$ cat src/rtl/pwin_pkg.sv
package pwin_pkg;
  localparam int NGLOB    = 8;
  localparam int WIN_REGS = 16;
  localparam int REG_W    = 5;

  typedef enum logic [1:0] {
    RC_GLOBAL = 2'd0,
    RC_OUT    = 2'd1,
    RC_LOCAL  = 2'd2,
    RC_IN     = 2'd3
  } reg_class_e;

  function automatic reg_class_e classify(input logic [REG_W-1:0] r);
    case (r[4:3])
      2'd0:    return RC_GLOBAL;
      2'd1:    return RC_OUT;
      2'd2:    return RC_LOCAL;
      default: return RC_IN;
    endcase
  endfunction
endpackage

$ cat src/rtl/pwin_cfg.sv
module pwin_cfg #(
  parameter int NWIN  = 8,
  parameter int WIN_W = $clog2(NWIN)
) (
  input  logic             clk,
  input  logic             rst_n,
  input  logic             cfg_we,
  input  logic             cfg_en,
  input  logic [WIN_W-1:0] cfg_stwin,
  input  logic [WIN_W-1:0] cfg_cwpmax,
  input  logic [WIN_W-1:0] cfg_awp,
  output logic             st_en,
  output logic [WIN_W-1:0] st_stwin,
  output logic [WIN_W-1:0] st_cmax,
  output logic [WIN_W-1:0] st_awp,
  output logic             illegal,
  output logic             part_act
);
  localparam logic [WIN_W:0] TOP_WIN = (WIN_W+1)'(NWIN-1);

  logic            full_wr;
  logic [WIN_W:0]  span_end;

  assign full_wr = cfg_we && (cfg_cwpmax != '0);

  always_ff @(posedge clk or negedge rst_n) begin
    if (!rst_n) begin
      st_en    <= 1'b0;
      st_stwin <= '0;
      st_cmax  <= '0;
      st_awp   <= '0;
    end else begin
      if (cfg_we) st_awp <= cfg_awp;
      if (full_wr) begin
        st_en    <= cfg_en;
        st_stwin <= cfg_stwin;
        st_cmax  <= cfg_cwpmax;
      end
    end
  end

  assign span_end = {1'b0, st_stwin} + {1'b0, st_cmax};
  assign illegal  = span_end > TOP_WIN;
  assign part_act = st_en && (st_cmax != '0) && !illegal;
endmodule

$ cat src/rtl/pwin_sel.sv
module pwin_sel #(
  parameter int NWIN  = 8,
  parameter int WIN_W = $clog2(NWIN)
) (
  input  logic [WIN_W-1:0] i_win,
  input  logic             part_act,
  input  logic [WIN_W-1:0] st_stwin,
  input  logic [WIN_W-1:0] st_cmax,
  output logic [WIN_W-1:0] pw_cur,
  output logic [WIN_W-1:0] pw_prev
);
  localparam logic [WIN_W-1:0] LAST = WIN_W'(NWIN-1);

  logic [WIN_W-1:0] top_l, base, lw, lprev;

  always_comb begin
    top_l = part_act ? st_cmax  : LAST;
    base  = part_act ? st_stwin : '0;
    lw    = (i_win > top_l) ? top_l : i_win;
    lprev = (lw == '0) ? top_l : lw - 1'b1;
    pw_cur  = base + lw;
    pw_prev = base + lprev;
  end
endmodule

$ cat src/rtl/pwin_idx.sv
module pwin_idx
  import pwin_pkg::*;
#(
  parameter int NWIN  = 8,
  parameter int WIN_W = $clog2(NWIN),
  parameter int IDX_W = $clog2(NGLOB + NWIN*WIN_REGS)
) (
  input  logic [REG_W-1:0] i_reg,
  input  logic [WIN_W-1:0] pw_cur,
  input  logic [WIN_W-1:0] pw_prev,
  output logic [IDX_W-1:0] o_idx
);
  localparam int HALF = WIN_REGS / 2;

  reg_class_e       rc;
  logic [IDX_W-1:0] sub;
  logic [WIN_W-1:0] pw;
  logic [IDX_W-1:0] win_base;

  always_comb begin
    rc  = classify(i_reg);
    sub = IDX_W'(i_reg[2:0]);
    pw  = (rc == RC_OUT) ? pw_prev : pw_cur;
    win_base = IDX_W'(NGLOB) + IDX_W'(int'(pw) * WIN_REGS);
    case (rc)
      RC_GLOBAL: o_idx = IDX_W'(i_reg);
      RC_LOCAL:  o_idx = win_base + sub;
      default:   o_idx = win_base + IDX_W'(HALF) + sub;
    endcase
  end
endmodule

$ cat src/rtl/pwin_map.sv
module pwin_map
  import pwin_pkg::*;
#(
  parameter int NWIN  = 8,
  parameter int WIN_W = $clog2(NWIN),
  parameter int IDX_W = $clog2(NGLOB + NWIN*WIN_REGS)
) (
  input  logic             clk,
  input  logic             rst_n,
  input  logic [WIN_W-1:0] i_win,
  input  logic [4:0]       i_reg,
  input  logic             cfg_we,
  input  logic             cfg_en,
  input  logic [WIN_W-1:0] cfg_stwin,
  input  logic [WIN_W-1:0] cfg_cwpmax,
  input  logic [WIN_W-1:0] cfg_awp,
  output logic [IDX_W-1:0] o_idx,
  output logic             o_zero,
  output logic             o_illegal,
  output logic [WIN_W-1:0] o_awp
);
  logic             st_en, illegal, part_act;
  logic [WIN_W-1:0] st_stwin, st_cmax, st_awp;
  logic [WIN_W-1:0] pw_cur, pw_prev;

  pwin_cfg #(.NWIN(NWIN), .WIN_W(WIN_W)) u_cfg (
    .clk(clk), .rst_n(rst_n), .cfg_we(cfg_we), .cfg_en(cfg_en),
    .cfg_stwin(cfg_stwin), .cfg_cwpmax(cfg_cwpmax), .cfg_awp(cfg_awp),
    .st_en(st_en), .st_stwin(st_stwin), .st_cmax(st_cmax), .st_awp(st_awp),
    .illegal(illegal), .part_act(part_act)
  );

  pwin_sel #(.NWIN(NWIN), .WIN_W(WIN_W)) u_sel (
    .i_win(i_win), .part_act(part_act), .st_stwin(st_stwin),
    .st_cmax(st_cmax), .pw_cur(pw_cur), .pw_prev(pw_prev)
  );

  pwin_idx #(.NWIN(NWIN), .WIN_W(WIN_W), .IDX_W(IDX_W)) u_idx (
    .i_reg(i_reg), .pw_cur(pw_cur), .pw_prev(pw_prev), .o_idx(o_idx)
  );

  assign o_zero    = (i_reg == 5'd0);
  assign o_illegal = illegal;
  assign o_awp     = st_awp;
endmodule

$ cat config.mk
export PLATFORM = sky130hd
export DESIGN_NAME = pwin_map
export DESIGN_NICKNAME = d
export VERILOG_FILES = /design/src/rtl/pwin_pkg.sv /design/src/rtl/pwin_cfg.sv /design/src/rtl/pwin_sel.sv /design/src/rtl/pwin_idx.sv /design/src/rtl/pwin_map.sv
export SDC_FILE = /design/constraint.sdc
export NUM_CORES = 1
export LEC_CHECK = 0
export ABC_AREA = 0
export ABC_CLOCK_PERIOD_IN_PS = 11350
export BUFFER_PORTS_ARGS = -buffer_cell sky130_fd_sc_hd__buf_4
export CORE_UTILIZATION = 45
export DETAILED_ROUTE_END_ITERATION = 7
export GPL_TIMING_DRIVEN = 0
export MAX_ROUTING_LAYER = met4
export PLACE_DENSITY = 0.77
export RECOVER_POWER = 25
export SKIP_CTS_REPAIR_TIMING = 1
export SLEW_MARGIN = 15
export SYNTH_ARGS = -nofsm -noshare
export SYNTH_HDL_FRONTEND = slang
export SYNTH_HIERARCHICAL = 1
export SYNTH_SLANG_ARGS = --single-unit
export TNS_END_PERCENT = 5
$ cat constraint.sdc
create_clock -name clk -period 11.35 [get_ports clk]
set_input_delay 0.5675 -clock clk [delete_from_list [all_inputs] [get_ports clk]]
set_output_delay 0.5675 -clock clk [all_outputs]
set_load 0.1 [all_outputs]
**Word level (Yosys, flattened, before mapping)**

Index checks and enable logic that the tools add are counted.

- Word-level logic and storage cells: 35
- Register bits: 10
- Input bits: 21
- Output and inout bits: 13

- Add/subtract/negate cells: 8
- $lt $le $gt $ge: 2
- Muxes and demuxes: 7
- Equal/unequal tests: 4
- Reduce and logical (&&, ||, !) cells: 10

Operators by type and width:

| operator | number |
|---|---|
| $add 8x3->8 | 2 |
| $pmux 8 s2 | 1 |
| $mux 3 | 5 |
| $add 4x7->8 const A | 1 |
| $add 8x4->8 const B | 1 |
| $add 3x3->3 | 2 |
| $pmux 2 s3 | 1 |
| $reduce_bool 3->1 | 2 |
| $logic_not 5->1 | 1 |
| $add 3x3->4 | 1 |
| $eq 2x1->1 const B | 2 |
| $eq 2x2->1 const B | 2 |
| $gt 4x3->1 const B | 1 |
| $logic_not 2->1 | 2 |
| $gt 3x3->1 | 1 |
| $logic_and 1x1->1 | 3 |
| $logic_not 3->1 | 1 |
| $sub 3x1->3 const B | 1 |
| $logic_not 1->1 | 1 |

**Logic depth before layout (Yosys ltp)**

- Word-level depth: 15
- Depth in mapped cells: 21
- Mapped depth without buffers: 21

**Hierarchy**

Netlist, hierarchy kept.

Modules (own cells, without submodules):

| module | cells an instance | sequential area each (sq um) | times used | area each (sq um) |
|---|---|---|---|---|
| pwin_cfg | 30 | 250.2 | 1 | 439.2 |
| pwin_sel | 37 | 0.0 | 1 | 325.3 |
| pwin_idx | 23 | 0.0 | 1 | 152.6 |
| pwin_map | 2 | 0.0 | 1 | 11.3 |

**Worst setup path before layout**

OpenSTA, ideal clock, no wires.

- Path type: register -> output
- Start: reg u_cfg.st_stwin[2]
- End: out o_idx[6]
- Path buffers: 0
- Stages on the path, launching flop included: 21
- Setup slack: 3816 ps
- Arrival: 6967 ps
- Required time: 10783 ps
- Path through: dfrtp_1 ha_1 a21oi_1 nand2_1 nor2_1 nor2b_1 inv_1 ha_1 and3_1 a21oi_2 mux2i_1 inv_1 ha_1 ha_1 mux2i_1 ha_1 fa_1 mux2_1 ha_1 nand2_1 o31ai_1

- Word-level cells in the longest chain between the ends: 15
- Elaborated cells on any way between the ends: 19
- Classes of those cells: 8 x add/sub; 2 x order compare; 6 x mux; 3 x reduce/logical

Ends and longest elaborated chain:

| item | line | RTL |
|---|---|---|
| start, declared | pwin_cfg.sv:13 | `output logic [WIN_W-1:0] st_stwin,` |
| start signal, assigned | pwin_cfg.sv:36 | `st_stwin <= cfg_stwin;` |
| $add 3x3->4 * | pwin_cfg.sv:42 | `assign span_end = {1'b0, st_stwin} + {1'b0, st_cmax};` |
| $gt 4x3->1 * | pwin_cfg.sv:43 | `assign illegal = span_end > TOP_WIN;` |
| net o_illegal | pwin_map.sv:19 | `output logic o_illegal,` |
| $logic_not 1->1 * | pwin_cfg.sv:44 | `assign part_act = st_en && (st_cmax != '0) && !illegal;` |
| $logic_and 1x1->1 * | pwin_cfg.sv:44 |  |
| net part_act | pwin_map.sv:22 | `logic st_en, illegal, part_act;` |
| $mux 3 | pwin_sel.sv:17 | `top_l = part_act ? st_cmax : LAST;` |
| $gt 3x3->1 | pwin_sel.sv:19 | `lw = (i_win > top_l) ? top_l : i_win;` |
| (+2 left out) | -- |  |
| $mux 3 | pwin_sel.sv:20 | `lprev = (lw == '0) ? top_l : lw - 1'b1;` |
| $add 3x3->3 * | pwin_sel.sv:22 | `pw_prev = base + lprev;` |
| net pw_prev[1] | pwin_map.sv:24 | `logic [WIN_W-1:0] pw_cur, pw_prev;` |
| $mux 3 * | pwin_idx.sv:23 | `pw = (rc == RC_OUT) ? pw_prev : pw_cur;` |
| $add 4x7->8 * | pwin_idx.sv:24 | `win_base = IDX_W'(NGLOB) + IDX_W'(int'(pw) * WIN_REGS);` |
| $add 8x4->8 | pwin_idx.sv:28 | `default: o_idx = win_base + IDX_W'(HALF) + sub;` |
| $add 8x3->8 | pwin_idx.sv:28 |  |
| $pmux 8 s2 * | pwin_idx.sv:25 | `case (rc)` |
| end, declared | pwin_map.sv:17 | `output logic [IDX_W-1:0] o_idx,` |

Mark *: on every way through the listed nets, which the timed path passes. The rest lies on a longest branch.

**Final worst setup path**

- Start: reg u_cfg.st_stwin[2]
- End: out o_idx[6]

- Word-level cells in the longest chain between the ends: 15
- Elaborated cells on any way between the ends: 19
- Classes of those cells: 8 x add/sub; 2 x order compare; 6 x mux; 3 x reduce/logical

Ends and longest elaborated chain:

| item | line |
|---|---|
| $add 3x3->4 * | pwin_cfg.sv:42 |
| $gt 4x3->1 * | pwin_cfg.sv:43 |
| $logic_not 1->1 * | pwin_cfg.sv:44 |
| $logic_and 1x1->1 * | pwin_cfg.sv:44 |
| net part_act | pwin_map.sv:22 |
| $mux 3 | pwin_sel.sv:17 |
| $gt 3x3->1 | pwin_sel.sv:19 |
| $mux 3 | pwin_sel.sv:19 |
| $sub 3x1->3 / $logic_not 3->1 (equally long branches) | pwin_sel.sv:20 |
| $mux 3 | pwin_sel.sv:20 |
| $add 3x3->3 * | pwin_sel.sv:22 |
| net pw_prev[1] | pwin_map.sv:24 |
| $mux 3 * | pwin_idx.sv:23 |
| $add 4x7->8 * | pwin_idx.sv:24 |
| $add 8x4->8 | pwin_idx.sv:28 |
| $add 8x3->8 | pwin_idx.sv:28 |
| $pmux 8 s2 * | pwin_idx.sv:25 |

Marks and branches as above.

==> flow_summary.toml <==
[status]
status = "finished, final reports clean"

[cells_and_area]
finalNonFillerCells = 155
insertedDiodeCount = 0
post-route-util_pct = 63.6
syn2layout_area_growth_pct = 33.0
final_cell_mix = "buf_4 (31), ha_1 (10), dfrtp_1 (10)"
nets = 162
drive_above_1_share_pct = 39.1
final_common_cell = "buf_4"

[die]
dieWidth_microns = 47.4
top_level_ports = 34
die-area_sq_um = 2250
die_y_microns = 47.4
num_rows = 16
initial_utilization_pct = 47.8
core_area_sq_um = 1940

[logic_synthesis]
synthArstFlopShare_pct = 100
synth_cells = 92
synth_seq_cells = 10
yosysSeqAreaShare_pct = 27.0
synth_area_leaders = "dfrtp_1 (27%), ha_1 (13%), mux2_2 (8.5%)"
syn_nets = 125
ys_types = 39
syn_avg_cell_area_sq_um = 10.1
syn_area_sq_um = 928
yosys_warnings = 6
synth_edf_count = 0
synth_top_area_share_pct = 27.0
ys.flop_type = "dfrtp_1"
yosys.area.top_type = "dfrtp_1"

[timing]
finClkSkew_ps = 0
setup_ws_ps = 5400
min_period_over_period_pct = 52.4
finalSetupViolations = 0
hold_viol = 0
drv_slew = 0
tns_ps = 0
fmax_ghz = 0.168
whs_ps = 252
rsz0062_at_grt = "no"
worst_pin_slew_ps = 534
relSlewSlack_pct = 64.4
min_period_ps = 5950

[drt]
wl_microns = 1850
antenna_left = 0
drt-initial-drc-count = 0
drc_errors = 0
first_pass_iters = 1
viasPerCell = 5.14
vias = 796
wl_per_cell_microns = 11.9

[power_and_ir_drop]
switching_share_pct = 51.9
vdd_drop_max_mv = 0.130
comb_power_share_pct = 66.1
p_sw_mw = 0.113
seq_power_share_pct = 19.7
p_per_area_nw_per_um2 = 177
internal-power_mw = 0.105
leakage_nw = 0.582
pwr-share-clk_pct = 14.2

[critical_path]
path_max_fanout = 8
timing.critical_path.buf_inv = 3
cp-startpoint = "u_cfg/st_stwin[2]$_DFFE_PN0P_"
crit_path_cell_trace = "ha_1, a21oi_1, nand2_1, nor2_1, nor2b_1, inv_1, ha_1, and3_1, a21oi_2, mux2i_1, inv_1, ha_1, ha_1, mux2i_1, ha_1, fa_1, mux2_1, ha_1, nor2b_2, a22oi_1, o31ai_1, buf_4"
worstSetupEndpointType = "primary output"
crit_required_ps = 10780
crit_family = "adder cells"
arrival_ps = 5390
rr_startpoint = "u_cfg/st_stwin[2]$_DFFE_PN0P_"
cpMostUsedCell = "ha_1"
critPathKind = "flop to primary output"
critPathMaxStageDelay_ps = 450
slowest_stage = "fa_1"
start_kind = "flop"

[global_route]
grt.overflow.total = 0
antenna_found_initial = 0
grt_pass1_wl_microns = 2930
grt_usage_pct = 19.2
grt_max_degree = 11
grt_pass1_vias = 748

[placed_design]
hpwl_microns = 1610
pre_cts_ws_ps = 5680
dp.cells = 151
gp_congestion = 0.762
numPortBuffers = 32

[min_path]
hold_path_class = "input port to asynchronous set/reset pin"

[clock_network]
cts-root-buf = "clkbuf_4"
clkTransAtPathRegs_ps = 60
cts_tree = "done"
cts_max_level = 1
clockBufferDepth = 2
clock-sinks = 10
cts_buffers = 3
clock_latency_ps = 260

[flow_run]
maxCapViolCount = 0
-- power by group through the flow --
stage | Combinational [mW] | Clock [mW] | Sequential [mW]
CTS | 0.145 | 0.0327 | 0.0432
detailed placement | 0.144 | 0 | 0.0438
floorplan | 0.105 | 0 | 0.0508
global route | 0.155 | 0.0335 | 0.0438
finish | 0.144 | 0.0310 | 0.0431
global placement | 0.140 | 0 | 0.0437
-- logic make-up (layout without fill, tap and decap cells) --
kind of cell               count (synthesis)  after routing  synth area share (%)
and+or+nand+nor                           27             27                  17.8
adders and majority gates                 12             12                  17.8
muxes                                     12             12                  14.2
DFF                                       10             10                  27.0
AOI/OAI and AO/OA                         19             19                  15.6
xor gates and xnor gates                   5              5                  4.72
buffers and inverters                      7             43                  2.96
-- metal layers --
metal	part of all wire, %	global-route usage, %
met5	0	-
met4	1.1	8.57
met3	3.5	1.13
met2	51	34.8
met1	45	21.4
-- layout make-up --
class | instances | area, sq um
repair buffers | 32 | 236
multi-input cells | 75 | 651
flip-flops and latches | 10 | 250
clock buffers | 4 | 36.3
plain buffers | 4 | 16.3
well taps | 27 | 33.8
inverters | 3 | 11.3
fillers | 161 | 707
-- Yosys cell counts (all sizes together) (2+ instances only) --
library cell	n
nor2	2
xor2	2
inv	3
a22o	3
o31ai	3
and2b	2
nand4	2
nand2	7
mux2i	3
nor2b	4
and2	3
clkbuf	3
o21ai	4
mux2	9
xnor2	3
dfrtp	10
fa	2
ha	10
a21oi	4
-- worst paths after layout --
| kind | end | slack (ps) | cells past startpoint |
|---|---|---|---|
| setup / recovery | o_idx[6] | 5400 | 22 |
| hold / removal | u_cfg/st_stwin[1]$_DFFE_PN0P_ | 250 | 1 |
| setup reg to reg | u_cfg/st_stwin[2]$_DFFE_PN0P_ | 10520 | 1 |
| hold reg to reg | u_cfg/st_awp[1]$_DFFE_PN0P_ | 510 | 1 |
| max in group asynchronous | u_cfg/st_cmax[0]$_DFFE_PN0P_ | 10740 | 1 |
| min in group clk | u_cfg/st_awp[1]$_DFFE_PN0P_ | 510 | 1 |
-- registers in the layout (all words and copies together), names as in the netlist --
| signal | flops |
|---|---|
| u_cfg/st_cmax | 3 |
| u_cfg/st_stwin | 3 |
| u_cfg/st_en | 1 |
| u_cfg/st_awp | 3 |
-- metrics by stage --
stage	total power, mW	area [sq um]
2_1_floorplan	0.156	928
3_3_place_gp	0.184	1200
3_5_place_dp	0.188	1200
4_1_cts	0.221	1240
5_1_grt	0.232	1230
6_report	0.218	1230
Power figures use the tool's default switching activity.
